`src/rtl/hub_pkg.sv`:
```
package hub_pkg;
  localparam int NSRC       = 64;
  localparam int SRC_W      = $clog2(NSRC);
  localparam int IDX_W      = 8;
  localparam int VEC_W      = 16;
  localparam logic [IDX_W-1:0] IDX_MASK = 8'h40;
  localparam logic [IDX_W-1:0] IDX_TRIG = 8'h50;
  localparam logic [VEC_W-1:0] VEC_BASE = 16'h0800;
  localparam int VEC_SHIFT  = 4;
  localparam int LEG_N      = 16;
  localparam int LEG_BASE   = 7;
  localparam int LEG_NC     = 13;
endpackage

```
`src/rtl/hub_regs.sv`:
```
module hub_regs
  import hub_pkg::*;
#(
  parameter int N  = NSRC,
  parameter int IW = IDX_W
) (
  input  logic          clk,
  input  logic          rst_n,
  input  logic          idx_we,
  input  logic [IW-1:0] idx_wdata,
  input  logic          dat_we,
  input  logic [N-1:0]  dat_wdata,
  output logic [N-1:0]  dat_rdata,
  output logic [N-1:0]  mask_o,
  output logic [N-1:0]  trig_o
);
  logic [IW-1:0] idx_q, idx_d;
  logic [N-1:0]  mask_q, mask_d, trig_q, trig_d;
  logic          sel_mask, sel_trig;

  assign sel_mask = (idx_q == IDX_MASK);
  assign sel_trig = (idx_q == IDX_TRIG);

  always_comb begin
    idx_d  = idx_q;
    mask_d = mask_q;
    trig_d = trig_q;
    if (idx_we) idx_d = idx_wdata;
    if (dat_we && sel_mask) mask_d = dat_wdata;
    if (dat_we && sel_trig) trig_d = dat_wdata;
  end

  always_ff @(posedge clk or negedge rst_n) begin
    if (!rst_n) begin
      idx_q  <= '0;
      mask_q <= '1;
      trig_q <= '0;
    end else begin
      idx_q  <= idx_d;
      mask_q <= mask_d;
      trig_q <= trig_d;
    end
  end

  always_comb begin
    dat_rdata = '0;
    if (sel_mask) dat_rdata = mask_q;
    else if (sel_trig) dat_rdata = trig_q;
  end

  assign mask_o = mask_q;
  assign trig_o = trig_q;

  AST_MASK_WRITE: assert property (@(posedge clk) disable iff (!rst_n)
    (dat_we && sel_mask) |=> (mask_q == $past(dat_wdata)));
  AST_STRAY_WRITE: assert property (@(posedge clk) disable iff (!rst_n)
    (dat_we && !sel_mask && !sel_trig) |=> ($stable(mask_q) && $stable(trig_q)));
endmodule

```
`src/rtl/hub_srcs.sv`:
```
module hub_srcs
  import hub_pkg::*;
#(
  parameter int N = NSRC
) (
  input  logic         clk,
  input  logic         rst_n,
  input  logic [N-1:0] req_i,
  input  logic [N-1:0] trig_i,
  input  logic [N-1:0] ack_i,
  input  logic [N-1:0] take_i,
  output logic [N-1:0] pend_o,
  output logic [N-1:0] isv_o
);
  for (genvar n = 0; n < N; n++) begin : g_src
    logic smp_q, smp_d, lat_q, lat_d, isv_q, isv_d;

    always_comb begin
      smp_d = req_i[n];
      lat_d = (req_i[n] & ~smp_q) | (lat_q & ~ack_i[n]);
      isv_d = take_i[n] | (isv_q & ~ack_i[n]);
    end

    always_ff @(posedge clk or negedge rst_n) begin
      if (!rst_n) begin
        smp_q <= 1'b0;
        lat_q <= 1'b0;
        isv_q <= 1'b0;
      end else begin
        smp_q <= smp_d;
        lat_q <= lat_d;
        isv_q <= isv_d;
      end
    end

    assign pend_o[n] = trig_i[n] ? smp_q : lat_q;
    assign isv_o[n]  = isv_q;

    AST_EDGE_HOLD: assert property (@(posedge clk) disable iff (!rst_n)
      (lat_q && !ack_i[n]) |=> lat_q);
  end
endmodule

```
`src/rtl/hub_pick.sv`:
```
module hub_pick
  import hub_pkg::*;
#(
  parameter int N  = NSRC,
  localparam int SW = $clog2(N)
) (
  input  logic [N-1:0]  cand_i,
  output logic          found_o,
  output logic [SW-1:0] idx_o
);
  always_comb begin
    found_o = 1'b0;
    idx_o   = '0;
    for (int i = N - 1; i >= 0; i--) begin
      if (cand_i[i]) begin
        found_o = 1'b1;
        idx_o   = SW'(i);
      end
    end
  end
endmodule

```
`src/rtl/vec_intr_hub.sv`:
```
module vec_intr_hub
  import hub_pkg::*;
(
  input  logic              clk,
  input  logic              rst_n,
  input  logic [NSRC-1:0]   src_req,
  input  logic [LEG_N-1:0]  leg_req,
  input  logic              idx_we,
  input  logic [IDX_W-1:0]  idx_wdata,
  input  logic              dat_we,
  input  logic [NSRC-1:0]   dat_wdata,
  output logic [NSRC-1:0]   dat_rdata,
  input  logic              ack_we,
  input  logic [SRC_W-1:0]  ack_src,
  output logic              cpu_int,
  output logic [SRC_W-1:0]  cpu_src,
  output logic [VEC_W-1:0]  cpu_vec
);
  logic [NSRC-1:0]  leg_map, req_all, mask, trig, pend, isv, cand, ack_hit, take;
  logic             found;
  logic [SRC_W-1:0] pick;
  logic             int_q, int_d;
  logic [SRC_W-1:0] src_q, src_d;

  always_comb begin
    leg_map = '0;
    for (int k = 0; k < LEG_N; k++) begin
      leg_map[LEG_BASE + k] = leg_req[k] && (k != LEG_NC);
    end
  end
  assign req_all = src_req | leg_map;

  hub_regs #(.N(NSRC), .IW(IDX_W)) u_regs (
    .clk(clk), .rst_n(rst_n), .idx_we(idx_we), .idx_wdata(idx_wdata),
    .dat_we(dat_we), .dat_wdata(dat_wdata), .dat_rdata(dat_rdata),
    .mask_o(mask), .trig_o(trig)
  );

  assign ack_hit = ack_we ? (NSRC'(1) << ack_src) : '0;
  assign take    = found ? (NSRC'(1) << pick) : '0;

  hub_srcs #(.N(NSRC)) u_srcs (
    .clk(clk), .rst_n(rst_n), .req_i(req_all), .trig_i(trig),
    .ack_i(ack_hit), .take_i(take), .pend_o(pend), .isv_o(isv)
  );

  assign cand = pend & ~mask & ~isv;

  hub_pick #(.N(NSRC)) u_pick (.cand_i(cand), .found_o(found), .idx_o(pick));

  always_comb begin
    int_d = found;
    src_d = found ? pick : src_q;
  end

  always_ff @(posedge clk or negedge rst_n) begin
    if (!rst_n) begin
      int_q <= 1'b0;
      src_q <= '0;
    end else begin
      int_q <= int_d;
      src_q <= src_d;
    end
  end

  assign cpu_int = int_q;
  assign cpu_src = src_q;
  assign cpu_vec = VEC_BASE + (VEC_W'(src_q) << VEC_SHIFT);

  AST_MASKED_SILENT: assert property (@(posedge clk) disable iff (!rst_n)
    cpu_int |-> ((($past(mask) >> cpu_src) & NSRC'(1)) == '0));
  AST_LOWEST_FIRST: assert property (@(posedge clk) disable iff (!rst_n)
    cpu_int |-> (($past(cand) & ((NSRC'(1) << cpu_src) - NSRC'(1))) == '0));
  AST_IN_SERVICE: assert property (@(posedge clk) disable iff (!rst_n)
    cpu_int |-> isv[cpu_src]);
  AST_NO_REDELIVER: assert property (@(posedge clk) disable iff (!rst_n)
    cpu_int |=> !(cpu_int && cpu_src == $past(cpu_src)));
  AST_ACK_CLEARS: assert property (@(posedge clk) disable iff (!rst_n)
    ack_we |=> (!isv[$past(ack_src)] || (cpu_int && cpu_src == $past(ack_src))));
endmodule

```
`config.mk`:
```
export PLATFORM = sky130hd
export DESIGN_NAME = vec_intr_hub
export DESIGN_NICKNAME = d
export VERILOG_FILES = /design/src/rtl/hub_pkg.sv /design/src/rtl/hub_regs.sv /design/src/rtl/hub_srcs.sv /design/src/rtl/hub_pick.sv /design/src/rtl/vec_intr_hub.sv
export SDC_FILE = /design/constraint.sdc
export NUM_CORES = 1
export LEC_CHECK = 0
export CAP_MARGIN = 10
export CORE_MARGIN = 2
export CORE_UTILIZATION = 30
export CTS_BUF_LIST = sky130_fd_sc_hd__clkbuf_4
export DETAILED_ROUTE_END_ITERATION = 7
export HOLD_SLACK_MARGIN = 0.02
export PLACE_DENSITY_LB_ADDON = 0.1
export SETUP_SLACK_MARGIN = 0.2
export SYNTH_ARGS = -nofsm -noshare
export SYNTH_HDL_FRONTEND = slang
export SYNTH_SLANG_ARGS = --single-unit
export TNS_END_PERCENT = 30
```
`constraint.sdc`:
```
create_clock -name clk -period 7 [get_ports clk]
set_input_delay 1.4 -clock clk [delete_from_list [all_inputs] [get_ports clk]]
set_output_delay 1.4 -clock clk [all_outputs]
set_load 0.02 [all_outputs]
```
==> impl_metrics.toml, run 1 <==
[status]
status = "finished, final reports clean"

[timing]
final_hold_viol_count = 0
rsz0062_at_grt = "no"
finalSetupTns_ps = 0
finalSetupViolCount = 0
worstMarginPinSlew_ps = 1190
relSlewSlack_pct = 20.0
worst_slack_ps = 2030
period_share_pct = 71.0
min_period_ps = 4970
drv_slew = 0
skew_ps = 35.9
max_freq_mhz = 201
whs_ps = 452

[synth]
synth_compound_area_share_pct = 10.6
ys_ff_latch = 335
synth_warnings = 0
synth-async-reset-ratio_pct = 100
avgSynthCellArea_um2 = 11.1
yosysMostFrequentCell = "dfrtp_1"
synth-edff-count = 0
yosys-top-cells-area = "dfrtp_1 44%, dfstp_2 11%, mux2_2 10%"
syn_area_um2 = 15500
synthTopCellsByCount = "271 x dfrtp_1, 185 x nand2_1, 143 x mux2_2"
yosys.area.top_type_share_pct = 43.7
synth_fa_ha_area_share_pct = 0
synth.distinct_cells = 72
synth_xor_area_share_pct = 0
netlist_instances = 1395
seq_area_frac_synth_pct = 54.6
synthFlopType = "dfrtp_1"
yosys.area_share.simple_pct = 12.9
synth_top_family_by_area = "multiplexers"
yosys-mux-area-fraction_pct = 18.3
synth_largest_area_cell = "dfrtp_1"

[layout]
syn_to_final_growth_pct = 28.3
drive_gt1_share_pct = 24.5
final_design_area_no_fill_um2 = 19900
n_fill_cell = 5115
fin_nets = 1858

[clock_network]
post_cts_resized = 0
h-tree-depth = 3
numCtsBuffers = 96
clk_pin_slew_ps = 60
clk_latency_ps = 800
cts-root-buf = "clkbuf_4"
clock-sinks = 335
clockBufferDepth = 3
cts_setup_buffers = 0
cts_tree = "done"
cts_hold_buf = 0

[routing]
vias = 12100
drt_first_iter_violations = 692
wl_per_cell_um = 21.2
ant_nets = 0
viasPerCell = 4.90
drc = 0
drtPass1Iterations = 5
wl_mm = 52.2

[placement]
gp_congestion = 0.813
dpl.hpwl_mm = 37.2
place_ws_ps = 2760
io_buffers = 238
place_area_um2 = 18600

[floorplanning]
rows = 83
initial_utilization_pct = 30.3
die_y_um = 231
die_area_um2 = 53500
core_area_um2 = 51200
ioPinCount = 250
dieWidth_um = 231

[worst_hold_path]
hold_class = "reg2reg"

[worst_setup_path]
worst-endpoint-required_ps = 5600
end_kind = "primary output"
worstPathArrival_ps = 3570
startpoint_type = "flop"
crit_fanout = 39
path_class = "reg2out"

[run]
maxCapViolCount = 0

[grt]
grt_overflow = 0
grt_max_degree = 154
antenna_found_initial = 3
grt_pass1_vias = 12700
grt_pass1_wl_mm = 78.0
gr-usage-all-layers_pct = 19.8

[power_and_ir_drop]
p_per_area_nw_per_um2 = 312
irDropWorstVdd_mv = 0.440
cellLeakagePower_nw = 8.65
-- flip-flops by register name, summed over array words and instances (netlist names) --
signal,cells
cpu_int,1
cpu_src,6
u_regs.idx_q,8
u_regs.mask_o,64
u_regs.trig_o,64
u_srcs.g_src.isv_q,64
u_srcs.g_src.lat_q,64
u_srcs.g_src.smp_q,64
-- cell families (layout without fill, tap and decap cells) --
kind of cell,Yosys count,count (layout)
buffers and inverters,126,500
other,2,11
muxes,264,264
AOI/OAI and AO/OA,231,231
DFF,335,335
and+or+nand+nor,437,437
-- critical path, cell delays in order (launching register included) --
cell and delay, ps:
dfrtp_1 380, nor4b_1 540, nand2_2 510, buf_4 470, nor2_1 220, clkdlybuf4s50_1 630
-- cell usage in the layout, fill, tap and decap left out, drive strengths merged, types with 15 or more instances in the layout --
cell           count
dfrtp            271
clkdlybuf4s50    237
nand2            185
clkbuf           157
mux2             145
nor2             124
mux2i            119
o21ai            101
inv               70
dfstp             64
or2               39
nor3              30
clkinv            21
a32o              18
o32ai             17
buf               15
-- worst paths after layout --
check	start	endpoint	slack, ps	cells past startpoint
min	u_srcs.g_src[59].smp_q	u_srcs.g_src[59].lat_q	450	1
min in group asynchronous	rst_n	u_srcs.g_src[15].lat_q	480	1
max	u_regs.idx_q[7]	dat_rdata[40]	2030	5
max reg2reg	u_regs.trig_o[25]	u_srcs.g_src[51].isv_q	2940	8
min reg2reg	u_srcs.g_src[59].smp_q	u_srcs.g_src[59].lat_q	450	1
max in group asynchronous	rst_n	u_regs.idx_q[4]	5340	2
-- through the flow --
step / utilization (%) / power, mW / cells
2_1_floorplan: - / 3.53 / 1403
5_1_grt: 38.9 / 6.57 / 2458
3_3_place_gp: 36.4 / 4.36 / 2277
6_report: 38.9 / 6.21 / 2458
4_1_cts: 38.9 / 6.29 / 2457
3_5_place_dp: 36.4 / 4.38 / 2277
-- final cells by class --
type / instances / area [µm²] / share of cell area (%)
well taps: 680 / 851 / 4.28
clock inverters: 23 / 88.8 / 0.447
repair buffers: 252 / 2520 / 12.7
clock buffers: 157 / 1180 / 5.92
diodes: 1 / 2.50 / 0.0126
multi-input cells: 942 / 6530 / 32.8
flip-flops and latches: 335 / 8470 / 42.6
inverters: 68 / 255 / 1.28
-- per-layer routing --
metal / share of wire (%) / vias to the layer above / GRT usage, %
met4: 2.4 / 4 / 7.12
met5: 0.048 / - / 0
met1: 45 / 6002 / 26.2
li1: - / 5627 / -
met2: 47 / 342 / 31.8
met3: 5.4 / 78 / 4.13
-- where the power goes --
group	internal (mW)	leakage [nW]	switching [mW]
combinational	0.645	4.12	1.35
clock	1.01	0.768	0.848
sequential	2.17	3.76	0.185
total	3.83	8.65	2.39
Power figures use the tool's default switching activity.
==> run 2, diff against run 1 <==
==> constraint.sdc (replaced) <==
create_clock -name clk -period 4.6 [get_ports clk]
set_input_delay 0.92 -clock clk [delete_from_list [all_inputs] [get_ports clk]]
set_output_delay 0.92 -clock clk [all_outputs]
set_load 0.02 [all_outputs]
==> impl_metrics.toml, run 2 (same netlist as run 1, synthesis figures left out) <==
[worst_setup_path]
r2r_end = "u_srcs.g_src[27].isv_q"
path_class = "reg2out"
startpoint_type = "flop"
worstPathArrival_ps = 3230
ff2ff_setup_slack_ps = 750
end_kind = "primary output"
worst-endpoint-required_ps = 3680
r2r_start = "u_srcs.g_src[53].isv_q"
reg2regPathDepth = 8
crit_fanout = 46

[layout]
fin_nets = 1867
syn_to_final_growth_pct = 29.1
finalNonFillerCells = 2462
drive_gt1_share_pct = 25.1
final_common_cell = "dfrtp_1"
most-common-layout-cells = "270 x dfrtp_1, 237 x clkdlybuf4s50_1, 184 x nand2_1, 157 x clkbuf_4, 143 x mux2_2"
final_util_pct = 39.1

[timing]
max_freq_mhz = 241
rsz0062_at_grt = "no"
worstMarginPinSlew_ps = 1210
finalSetupViolCount = 0
drv_slew = 0
final_hold_viol_count = 0
skew_ps = 40.0
period_share_pct = 90.3
relSlewSlack_pct = 18.3
min_period_ps = 4150
whs_ps = 141
finalSetupTns_ps = 0
worst_slack_ps = 447

[run]
maxCapViolCount = 0

[placement]
io_buffers = 238
place_ws_ps = 920
place_inst = 2286
dpl.hpwl_mm = 37.4
gp_congestion = 0.831

[grt]
grt_max_degree = 96
antenna_found_initial = 1
grt_overflow = 0
grt_pass1_wl_mm = 76.8
grt_pass1_vias = 12200
gr-usage-all-layers_pct = 19.4

[clock_network]
clk_latency_ps = 820
clockBufferDepth = 3
h-tree-depth = 3
cts_hold_buf = 0
numCtsBuffers = 96
post_cts_resized = 0
clk_pin_slew_ps = 60
cts_tree = "done"
cts-root-buf = "clkbuf_4"
cts_setup_buffers = 0
clock-sinks = 335

[floorplanning]
initial_utilization_pct = 30.3
ioPinCount = 250
core_area_um2 = 51200
die_area_um2 = 53500
rows = 83
dieWidth_um = 231
die_y_um = 231

[routing]
viasPerCell = 4.87
ant_nets = 0
drtPass1Iterations = 5
drc = 0
wl_mm = 51.8
drt_first_iter_violations = 696
wl_per_cell_um = 21.0
vias = 12000

[power_and_ir_drop]
p_per_area_nw_per_um2 = 483
p_sw_share_pct = 37.7
clockPowerShare_pct = 30.4
power_frac_comb_pct = 32.4
pwr-share-seq_pct = 37.2
irDropWorstVdd_mv = 0.438
cellLeakagePower_nw = 8.72
power.switching_mw = 3.65
internal-power_mw = 6.02

[status]
status = "finished, final reports clean"

[worst_hold_path]
hold_class = "in2async"
run 2: cell count changes in the layout (fill, tap and decap cells not counted):
cell | before | now
buf_12 | 2 | 4
buf_4 | 12 | 19
bufinv_16 | 0 | 2
clkinv_1 | 19 | 11
clkinv_2 | 2 | 1
clkinvlp_4 | 0 | 1
inv_2 | 2 | 3
run 2: area by class of cell:
class / instances / area, µm²
Clock buffer: 157 / 1180
Inverter: 68 / 255
Antenna cell: 1 / 2.50
Tap cell: 680 / 851
Multi-Input combinational cell: 942 / 6530
Timing Repair Buffer: 261 / 2610
Clock inverter: 18 / 125
Fill cell: 5040 / 31200
Sequential cell: 335 / 8470
run 2: metrics by stage:
stage / instance area (µm²) / power, mW
after floorplan: 15500 / 5.37
after global placement: 18700 / 6.73
after detailed placement: 18700 / 6.77
after CTS: 20000 / 9.79
after global routing: 20000 / 10.2
final: 20000 / 9.67
run 2: power groups by stage:
stage	clock network [mW]	logic [mW]	registers, mW
floorplan	0	1.84	3.53
global placement	0	3.09	3.64
detailed placement	0	3.12	3.65
CTS	3.06	3.13	3.60
global route	3.22	3.33	3.64
finish	2.94	3.13	3.60
run 2: worst max path at each step:
stage	startpoint	to	slack (ps)
finish	u_regs.idx_q[4]	dat_rdata[37]	450
global route	u_regs.idx_q[4]	dat_rdata[28]	240
CTS	u_regs.idx_q[4]	dat_rdata[37]	310
detailed placement	u_regs.mask_o[53]	u_srcs.g_src[59].isv_q	920
global placement	u_srcs.g_src[53].isv_q	u_srcs.g_src[27].isv_q	960
floorplan	u_regs.idx_q[4]	dat_rdata[24]	1970
run 2: metal layers:
metal | wire (µm) | global-route usage, % | vias up
met1 | 23200 | 25.7 | 5931
met2 | 24500 | 31.4 | 367
li1 | - | - | 5625
met5 | 0 | 0 | -
met3 | 2910 | 4.31 | 74
met4 | 1180 | 6.77 | 0
run 2: critical path, stage by stage, from the launching register on:
cell	delay (ps)
dfrtp_4	1050
buf_4	420
mux2i_1	270
nor2_1	60
clkdlybuf4s50_1	570
